## config.mk

```make
export PLATFORM = sky130hd
export DESIGN_NAME = approx_cache
export DESIGN_NICKNAME = d
export VERILOG_FILES = /design/src/rtl/approx_cache.sv
export SDC_FILE = /design/constraint.sdc
export NUM_CORES = 2
export LEC_CHECK = 0
export ABC_AREA = 0
export BUFFER_PORTS_ARGS = -buffer_cell sky130_fd_sc_hd__buf_4
export CAP_MARGIN = 10
export CORE_MARGIN = 3
export CORE_UTILIZATION = 44
export CTS_CLUSTER_SIZE = 28
export DETAILED_ROUTE_END_ITERATION = 10
export SYNTH_ARGS = -nofsm -noshare
export SYNTH_HDL_FRONTEND = slang
export SYNTH_SLANG_ARGS = --single-unit
```

## constraint.sdc

```tcl
create_clock -name clk -period 9.6 [get_ports clk]
set_clock_uncertainty 0.1 [all_clocks]
set_input_delay 0.96 -clock clk [delete_from_list [all_inputs] [get_ports clk]]
set_output_delay 0.96 -clock clk [all_outputs]
set_load 0.01 [all_outputs]
```

## src/rtl/approx_cache.sv

```systemverilog
module approx_cache #(
  parameter int ADDR_W = 12,
  parameter int DATA_W = 32,
  parameter int IDX_W  = 4,
  parameter int OFF_W  = 2,
  parameter logic [31:0] LFSR_TAPS = 32'h80200003,
  parameter logic [31:0] LFSR_SEED = 32'h00000001
) (
  input  logic              clk,
  input  logic              rst_n,
  input  logic              cpu_req_valid,
  output logic              cpu_req_ready,
  input  logic              cpu_req_write,
  input  logic              cpu_req_approx,
  input  logic [ADDR_W-1:0] cpu_req_addr,
  input  logic [DATA_W-1:0] cpu_req_wdata,
  output logic              cpu_resp_valid,
  output logic [DATA_W-1:0] cpu_resp_rdata,
  input  logic              inject_en,
  output logic              mem_req_valid,
  input  logic              mem_req_ready,
  output logic              mem_req_write,
  output logic [ADDR_W-1:0] mem_req_addr,
  output logic [DATA_W-1:0] mem_req_wdata,
  input  logic              mem_resp_valid,
  input  logic [DATA_W-1:0] mem_resp_rdata
);
  localparam int LINES = 1 << IDX_W;
  localparam int WORDS = 1 << OFF_W;
  localparam int TAG_W = ADDR_W - IDX_W - OFF_W;
  localparam logic [OFF_W-1:0] LAST_W = OFF_W'(WORDS - 1);

  typedef enum logic [2:0] {S_IDLE, S_WB, S_FREQ, S_FWAIT, S_REPLAY} state_t;

  state_t state;
  logic [OFF_W-1:0]  wcnt;
  logic [ADDR_W-1:0] req_addr_q;
  logic              req_write_q, req_approx_q;
  logic [DATA_W-1:0] req_wdata_q;
  logic [31:0]       lfsr_q;

  logic [DATA_W-1:0] data_q  [LINES*WORDS];
  logic [TAG_W-1:0]  tag_q   [LINES];
  logic [LINES-1:0]  valid_q, dirty_q, approx_q;

  logic              resp_valid_q;
  logic [DATA_W-1:0] resp_data_q;

  wire               sel_port   = (state == S_IDLE);
  wire [ADDR_W-1:0]  acc_addr   = sel_port ? cpu_req_addr   : req_addr_q;
  wire               acc_write  = sel_port ? cpu_req_write  : req_write_q;
  wire               acc_approx = sel_port ? cpu_req_approx : req_approx_q;
  wire [DATA_W-1:0]  acc_wdata  = sel_port ? cpu_req_wdata  : req_wdata_q;
  wire               acc_go     = (sel_port && cpu_req_valid) || (state == S_REPLAY);

  wire [IDX_W-1:0]   acc_idx = acc_addr[OFF_W +: IDX_W];
  wire [OFF_W-1:0]   acc_off = acc_addr[OFF_W-1:0];
  wire [TAG_W-1:0]   acc_tag = acc_addr[ADDR_W-1 -: TAG_W];

  wire               hit      = valid_q[acc_idx] && (tag_q[acc_idx] == acc_tag);
  wire               acc_hit  = acc_go && hit;
  wire               mismatch = approx_q[acc_idx] != acc_approx;
  wire [DATA_W-1:0]  word     = data_q[{acc_idx, acc_off}];
  wire               inj      = acc_approx && !acc_write && inject_en && !mismatch;
  wire               lfsr_step = acc_hit && (mismatch || inj);

  wire [IDX_W-1:0]   v_idx        = req_addr_q[OFF_W +: IDX_W];
  wire               victim_dirty = valid_q[v_idx] && dirty_q[v_idx];
  wire               in_replay    = (state == S_REPLAY);

  logic [DATA_W-1:0] rd_val;
  always_comb begin
    if (acc_write)     rd_val = '0;
    else if (mismatch) rd_val = DATA_W'(lfsr_q);
    else if (inj)      rd_val = word ^ {{(DATA_W-4){1'b0}}, lfsr_q[3:0]};
    else               rd_val = word;
  end

  assign cpu_req_ready  = sel_port;
  assign cpu_resp_valid = resp_valid_q;
  assign cpu_resp_rdata = resp_data_q;

  assign mem_req_valid = (state == S_WB) || (state == S_FREQ);
  assign mem_req_write = (state == S_WB);
  assign mem_req_addr  = (state == S_WB) ? {tag_q[v_idx], v_idx, wcnt}
                                         : {req_addr_q[ADDR_W-1:OFF_W], wcnt};
  assign mem_req_wdata = data_q[{v_idx, wcnt}];

  always_ff @(posedge clk) begin
    if (!rst_n) begin
      state        <= S_IDLE;
      wcnt         <= '0;
      req_addr_q   <= '0;
      req_write_q  <= 1'b0;
      req_approx_q <= 1'b0;
      req_wdata_q  <= '0;
      valid_q      <= '0;
      dirty_q      <= '0;
      approx_q     <= '0;
      resp_valid_q <= 1'b0;
      resp_data_q  <= '0;
      lfsr_q       <= LFSR_SEED;
    end else begin
      resp_valid_q <= 1'b0;
      if (lfsr_step)
        lfsr_q <= {1'b0, lfsr_q[31:1]} ^ (lfsr_q[0] ? LFSR_TAPS : 32'h0);
      if (acc_hit) begin
        resp_valid_q <= 1'b1;
        resp_data_q  <= rd_val;
        if (acc_write) dirty_q[acc_idx] <= 1'b1;
      end
      case (state)
        S_IDLE: if (cpu_req_valid && !hit) begin
          req_addr_q   <= cpu_req_addr;
          req_write_q  <= cpu_req_write;
          req_approx_q <= cpu_req_approx;
          req_wdata_q  <= cpu_req_wdata;
          wcnt         <= '0;
          state        <= (valid_q[acc_idx] && dirty_q[acc_idx]) ? S_WB : S_FREQ;
        end
        S_WB: if (mem_req_ready) begin
          wcnt <= wcnt + 1'b1;
          if (wcnt == LAST_W) state <= S_FREQ;
        end
        S_FREQ: if (mem_req_ready) state <= S_FWAIT;
        S_FWAIT: if (mem_resp_valid) begin
          wcnt <= wcnt + 1'b1;
          if (wcnt == LAST_W) begin
            tag_q[v_idx]    <= req_addr_q[ADDR_W-1 -: TAG_W];
            valid_q[v_idx]  <= 1'b1;
            dirty_q[v_idx]  <= 1'b0;
            approx_q[v_idx] <= req_approx_q;
            state           <= S_REPLAY;
          end else begin
            state <= S_FREQ;
          end
        end
        S_REPLAY: state <= S_IDLE;
        default:  state <= S_IDLE;
      endcase
    end
  end

  always_ff @(posedge clk) begin
    if (acc_hit && acc_write)
      data_q[{acc_idx, acc_off}] <= acc_wdata;
    else if (state == S_FWAIT && mem_resp_valid)
      data_q[{v_idx, wcnt}] <= mem_resp_rdata;
  end
endmodule

```

# ---- Word-level counts from Yosys, hierarchy flattened
# Memories as Yosys holds them, arrays and structs flattened. A register that Yosys moved wholly into a read port is not among the register bits.
# Cells that the tools add are included.
# Widths: inputs -> output; s select.
dict set report classes {
  n_addsub 1
  order_cmp 4
  eq_ne 12
  muxes 54
  bitwise 6
  n_reduce_logical 26
}
# op count
set op_table {}
lappend op_table {{$mux 32} 6}
lappend op_table {{$mux 16} 6}
lappend op_table {{$or 16x16->16} 2}
lappend op_table {{$reduce_or 32->1} 1}
lappend op_table {{$xor 31x32->32} 1}
lappend op_table {{$xor 32x4->32} 1}
lappend op_table {{$mux 12} 2}
lappend op_table {{$mux 1} 19}
lappend op_table {{$mux 3} 6}
lappend op_table {{$and 16x16->16} 1}
lappend op_table {{$bwmux 16} 1}
lappend op_table {{$not 16->16} 1}
lappend op_table {{$logic_and 1x1->1} 13}
lappend op_table {{$bmux 1 s4} 3}
lappend op_table {{$pmux 3 s4} 1}
lappend op_table {{$lt 4x5->1 const B} 2}
lappend op_table {{$demux 1 s4} 2}
lappend op_table {{$ge 4x1->1 const B} 2}
lappend op_table {{$mux 2} 4}
lappend op_table {{$mux 4} 2}
lappend op_table {{$eq 3x2->1 const B} 2}
lappend op_table {{$eq 6x6->1} 1}
lappend op_table {{$mux 6} 1}
lappend op_table {{$ne 2x2->1 const B} 3}
lappend op_table {{15 further kinds} 20}
dict set report totals {
  ff_bits 164
  ram_bits 2144
  out_inout_bits 80
  wordCells 117
  n_memories 2
}
# memory words width read_ports rd_clocked_by_memory_dff write_ports line_no
set mem_list {}
lappend mem_list {data_q 64 32 2 0 1 42} ;# logic [DATA_W-1:0] data_q [LINES*WORDS];
lappend mem_list {tag_q 16 6 2 1 1 43} ;# logic [TAG_W-1:0] tag_q [LINES];

# ---- Depth between registers and ports, before layout
dict set report logic_depth {
  depth_word 14
  mapped_depth 18
  depth_no_buf 11
}

# ---- Worst setup path after synthesis
# OpenSTA, ideal clock, no wires.
dict set report synth_timing {
  kind {input to register}
  start {input port cpu_req_addr[2]}
  end {memory data_q[58][0] (enable)}
  setup_ps 461
  arrival_time_ps 6014
  setup_slack_ps 3025
  path_stages 13
  path_cell_list {buf_4 -> or4b_1 -> clkbuf_1 -> nand2_1 -> mux4_2 -> a211oi_1 -> xnor2_1 -> o221a_2 -> nand4_2 -> nor3_4 -> a31oi_1 -> clkbuf_1 -> nor3_1}
}
dict set report synth_via {
  elab_chain_cells 10
  elab_cells_between_ends 15
  classes_between {eq/ne: 1; mux: 9; reduce/logical: 4; memory: 1}
}
# element line_no
set synth_rtl {}
lappend synth_rtl {{from (decl)} 15} ;# input logic [ADDR_W-1:0] cpu_req_addr,
lappend synth_rtl {{$mux 12 *} 50} ;# wire [ADDR_W-1:0] acc_addr = sel_port ? cpu_req_addr : req_addr_q;
lappend synth_rtl {{$mem_v2 16x6 / $bmux 1 s4 (equally long branches)} n/a}
lappend synth_rtl {{$eq 6x6->1 / $mux 1 (equally long branches)} 60} ;# wire hit = valid_q[acc_idx] && (tag_q[acc_idx] == acc_tag);
lappend synth_rtl {{$logic_and 1x1->1} 60}
lappend synth_rtl {{$logic_and 1x1->1} 61} ;# wire acc_hit = acc_go && hit;
lappend synth_rtl {{$logic_and 1x1->1} 145} ;# if (acc_hit && acc_write)
lappend synth_rtl {{$mux 1} 145}
lappend synth_rtl {{$mux 1 (not written as such)} 148} ;# data_q[{v_idx, wcnt}] <= mem_resp_rdata;
lappend synth_rtl {{$reduce_or 32->1 (no source line)} n/a}
lappend synth_rtl {{$mux 6 (no source line) / $mux 1 (equally long branches)} n/a}
lappend synth_rtl {{to (decl)} 42}
# Every way passes the cells marked *; elsewhere a longest branch is shown, timed or not. The select of a mux whose other input is x is not followed.

# ---- Worst setup path in the final report
dict set report layout_timing {
  start {register state[1]}
  end {memory data_q[36][27] (enable)}
}
dict set report layout_via {
  elab_chain_cells 11
  elab_cells_between_ends 23
  classes_between {eq/ne: 3; mux: 11; reduce/logical: 8; memory: 1}
}
# element line_no
set layout_rtl {}
lappend layout_rtl {{from (decl)} 35} ;# state_t state;
lappend layout_rtl {{from (signal assigned)} 119} ;# state <= (valid_q[acc_idx] && dirty_q[acc_idx]) ? S_WB : S_FREQ;
lappend layout_rtl {{$logic_not 3->1} 49} ;# wire sel_port = (state == S_IDLE);
lappend layout_rtl {{$mux 12} 50}
lappend layout_rtl {{$mem_v2 16x6 / $bmux 1 s4 (equally long branches)} n/a}
lappend layout_rtl {{$eq 6x6->1 / $mux 1 (equally long branches)} 60}
lappend layout_rtl {{$logic_and 1x1->1} 60}
lappend layout_rtl {{$logic_and 1x1->1} 61}
lappend layout_rtl {{$logic_and 1x1->1} 145}
lappend layout_rtl {{$mux 1} 145}
lappend layout_rtl {{$mux 1 (not written as such)} 148}
lappend layout_rtl {{$reduce_or 32->1 (no source line)} n/a}
lappend layout_rtl {{$mux 6 (no source line) / $mux 1 (equally long branches)} n/a}
# Parallel ways exist; a longest one is shown, timed or not. The select of a mux whose other input is x is not followed.

==> flow_metrics.py <==
metrics = {
    "outcome": {
        "status": "complete, but fails checks",
        "violations": "max-capacitance violations, max-slew violations",
    },
    "setup_path": {
        "cp-start-kind": "flip-flop",
        "path_class": "reg -> reg",
        "r2r_end": "data_q[36][27]",
        "path_max_fanout": 47,
        "end_kind": "flip-flop",
        "rrSetupSlack_ns": 2.47,
        "cp.arrival_ns": 7.58,
        "reg2regPathDepth": 13,
        "crit_required_ns": 10.05,
        "r2r-start": "state[1]",
    },
    "logic_synthesis": {
        "synthAdderAreaFrac_pct": 0.0114,
        "ys_ff_latch": 2312,
        "synth.yosys.warnings": 0,
        "synth_edf_count": 2144,
        "syn-cell-area_mm2": 0.110,
        "synth_area_leaders": "edfxtp_1 (59%), mux4_2 (13%), nand2_1 (7.7%)",
        "synth_top_cell_area_share_pct": 58.8,
        "synthSimpleGateAreaFrac_pct": 13.7,
        "synth_seq_area_share_pct": 61.8,
        "async_flop_share_pct": 0,
        "synth_xor_area_share_pct": 0.136,
        "ys_types": 78,
        "syn_nets": 8526,
        "synth_top_family_by_area": "multiplexers",
        "synth.area.mux_share_pct": 15.0,
        "yosysTopAreaCell": "edfxtp_1",
        "syn_area_per_cell_um2": 13.0,
        "synth-compound-area-share_pct": 6.60,
        "synth_cells": 8441,
        "synth_ff_type": "edfxtp_1",
    },
    "power": {
        "p_leak_nw": 41.3,
        "power_density_mw_per_mm2": 270,
        "ir_worst_vdd_uv": 248,
    },
    "route": {
        "drtPass1Iterations": 6,
        "wl_um": 443000,
        "ant_nets": 0,
        "viasPerCell": 6.79,
        "post-route-drc-count": 0,
        "vias": 81527,
        "drt_iter0_drc": 14866,
        "wire_per_inst_um": 36.9,
    },
    "grt": {
        "grt_overflow": 0,
        "grt_antenna_before_repair": 31,
        "grt_pass1_vias": 75558,
        "grtUsageTotal_pct": 33.9,
        "grt_max_degree": 141,
        "grt_pass1_wl_um": 611000,
    },
    "clock_tree": {
        "ctsResizeCount": 0,
        "cts_buffers": 238,
        "cts.htree.levels": 4,
        "cts_hold_buf": 0,
        "insertion_delay_ns": 0.92,
        "tritoncts": "done",
        "cts.sinks": 2312,
        "post_cts_buffers": 0,
        "clockRootBuffer": "clkbuf_16",
        "clk_pin_slew_ns": 0.07,
        "clock_path_buffers": 3,
    },
    "timing": {
        "hold_viol": 0,
        "tightest_slew_ns": 1.52,
        "min_period_ns": 7.13,
        "slew_viol_final": 2,
        "setup_viol": 0,
        "fin_crit_sh_pct": 74.3,
        "final.setup.tns_ns": 0,
        "rsz0062_at_grt": "false",
        "slew_headroom_pct": -2.56,
        "timing.fmax_mhz": 140,
    },
    "cells_and_area": {
        "final_util_pct": 50.3,
        "finish.instance_area_mm2": 0.124,
        "layout.nets": 8550,
        "syn_to_final_growth_pct": 13.4,
        "drive_above_1_share_pct": 19.3,
    },
    "place": {
        "placed_cell_area_mm2": 0.116,
        "dp_hpwl_um": 292000,
        "io_buffers": 163,
        "gp_congestion": 0.971,
    },
    "die": {
        "rows": 182,
        "design.core.area_mm2": 0.247,
        "dieArea_mm2": 0.255,
        "fp.dieH_um": 505,
        "pin_count": 164,
        "start_util_pct": 44.4,
        "die_w_um": 505,
    },
    "flow_run": {
        "maxCapViolations": 1,
    },
    "min_path": {
        "whs_endpoint": "req_wdata_q[26]",
        "min-delay-start": "cpu_req_wdata[26]",
        "hold_path_depth": 3,
        "hold_class": "in -> reg",
    },
}
-- cells by family after synthesis --
family                     count (synthesis)
AOI/OAI and AO/OA                       1064
muxes                                    850
DFF                                     2312
xor gates and xnor gates                  17
buffers and inverters                    691
adders and majority gates                  1
and+or+nand+nor                         3506
-- sequential cells by signal, indices dropped and copies added, names as in the netlist, 2 cells and up, named ones only --
name	flops
req_wdata_q	32
approx_q	16
wcnt	2
data_q	2048
dirty_q	16
lfsr_q	32
cpu_resp_rdata	32
state	3
req_addr_q	12
tag_q	96
valid_q	16
-- cell usage after synthesis (22+ instances only) --
cell type and number:
nand2_1 2240, edfxtp_1 2144, mux4_2 633, nand3_1 596, clkbuf_1 304, a31oi_1 265
and3_1 263, nor2_1 221, buf_2 210, a21oi_1 191, mux2i_1 189, dfxtp_1 168
buf_1 152, a311oi_1 114, o22ai_1 95, a22oi_1 90, o21ai_0 74, nor3_1 62
a211oi_1 59, nor4_1 33, nand4_1 29, mux2_2 28, o31ai_1 24, a22o_1 22
-- area by class of cell --
class / count / area [µm²]
clock inverter: 151 / 1830
inverter: 8 / 33.8
sequential: 2312 / 67800
fill: 20862 / 123000
clock buffer: 297 / 6360
antenna: 27 / 67.6
multi-input combinational: 5438 / 40100
timing repair buffer: 467 / 4010
tap: 3312 / 4140
-- worst max-delay path by stage --
stage	from	to	slack (ns)
finish	state[1]	data_q[36][27]	2.47
global route	state[1]	data_q[36][15]	2.29
CTS	state[1]	data_q[36][11]	2.50
detailed placement	state[1]	data_q[36][13]	2.61
global placement	state[1]	data_q[50][20]	2.75
floorplan	cpu_req_addr[2]	data_q[58][0]	3.03
-- metal layers --
metal,wire length (µm),GRT usage (%),up-vias
met3,70800,13.3,999
met2,188000,48.2,6681
met5,116,0,-
met1,164000,46.5,41306
li1,-,-,32525
met4,21000,13.6,16
-- placed cells by master (no fill, tap or decap), types with 53 or more instances in the layout --
cell / n
nand2_1: 2229
o22ai_1: 95
a31oi_1: 232
a21oi_1: 189
mux2i_1: 187
buf_4: 423
a22oi_1: 89
mux4_2: 633
and3_1: 263
a311oi_1: 113
edfxtp_1: 2144
nand3_1: 594
clkinv_2: 53
o21ai_0: 74
dfxtp_1: 162
nor2_1: 180
a211oi_1: 59
clkbuf_16: 242
-- power breakdown --
part	switching [mW]	total (mW)	internal [mW]
logic	8.61	11.5	2.90
clock network	4.15	9.79	5.65
registers	0.137	12.2	12.1
total	12.9	33.5	20.6
-- worst max-delay path, stage by stage (launching register included) --
cell and delay (ns):
dfxtp_1 0.66, or3_2 0.96, inv_4 0.42, buf_4 0.56, mux2i_1 0.54, xnor2_1 0.18, o41ai_2 0.45, nand3_2 0.18
nor3_4 0.48, a31oi_4 0.22, buf_4 0.31, buf_4 0.32, nor3_2 0.99, buf_12 0.29
-- stage by stage --
stage / hold slack (ns) / std cells / setup slack, ns / total power, mW
2_1_floorplan: 0.332 / 8441 / 3.03 / 18.3
3_3_place_gp: 0.348 / 11527 / 2.75 / 23.3
3_5_place_dp: 0.353 / 11528 / 2.61 / 23.4
4_1_cts: 0.123 / 11976 / 2.50 / 33.1
5_1_grt: 0.184 / 11986 / 2.29 / 34.2
6_report: 0.188 / 12012 / 2.47 / 33.5
Power figures use the tool's default switching activity.
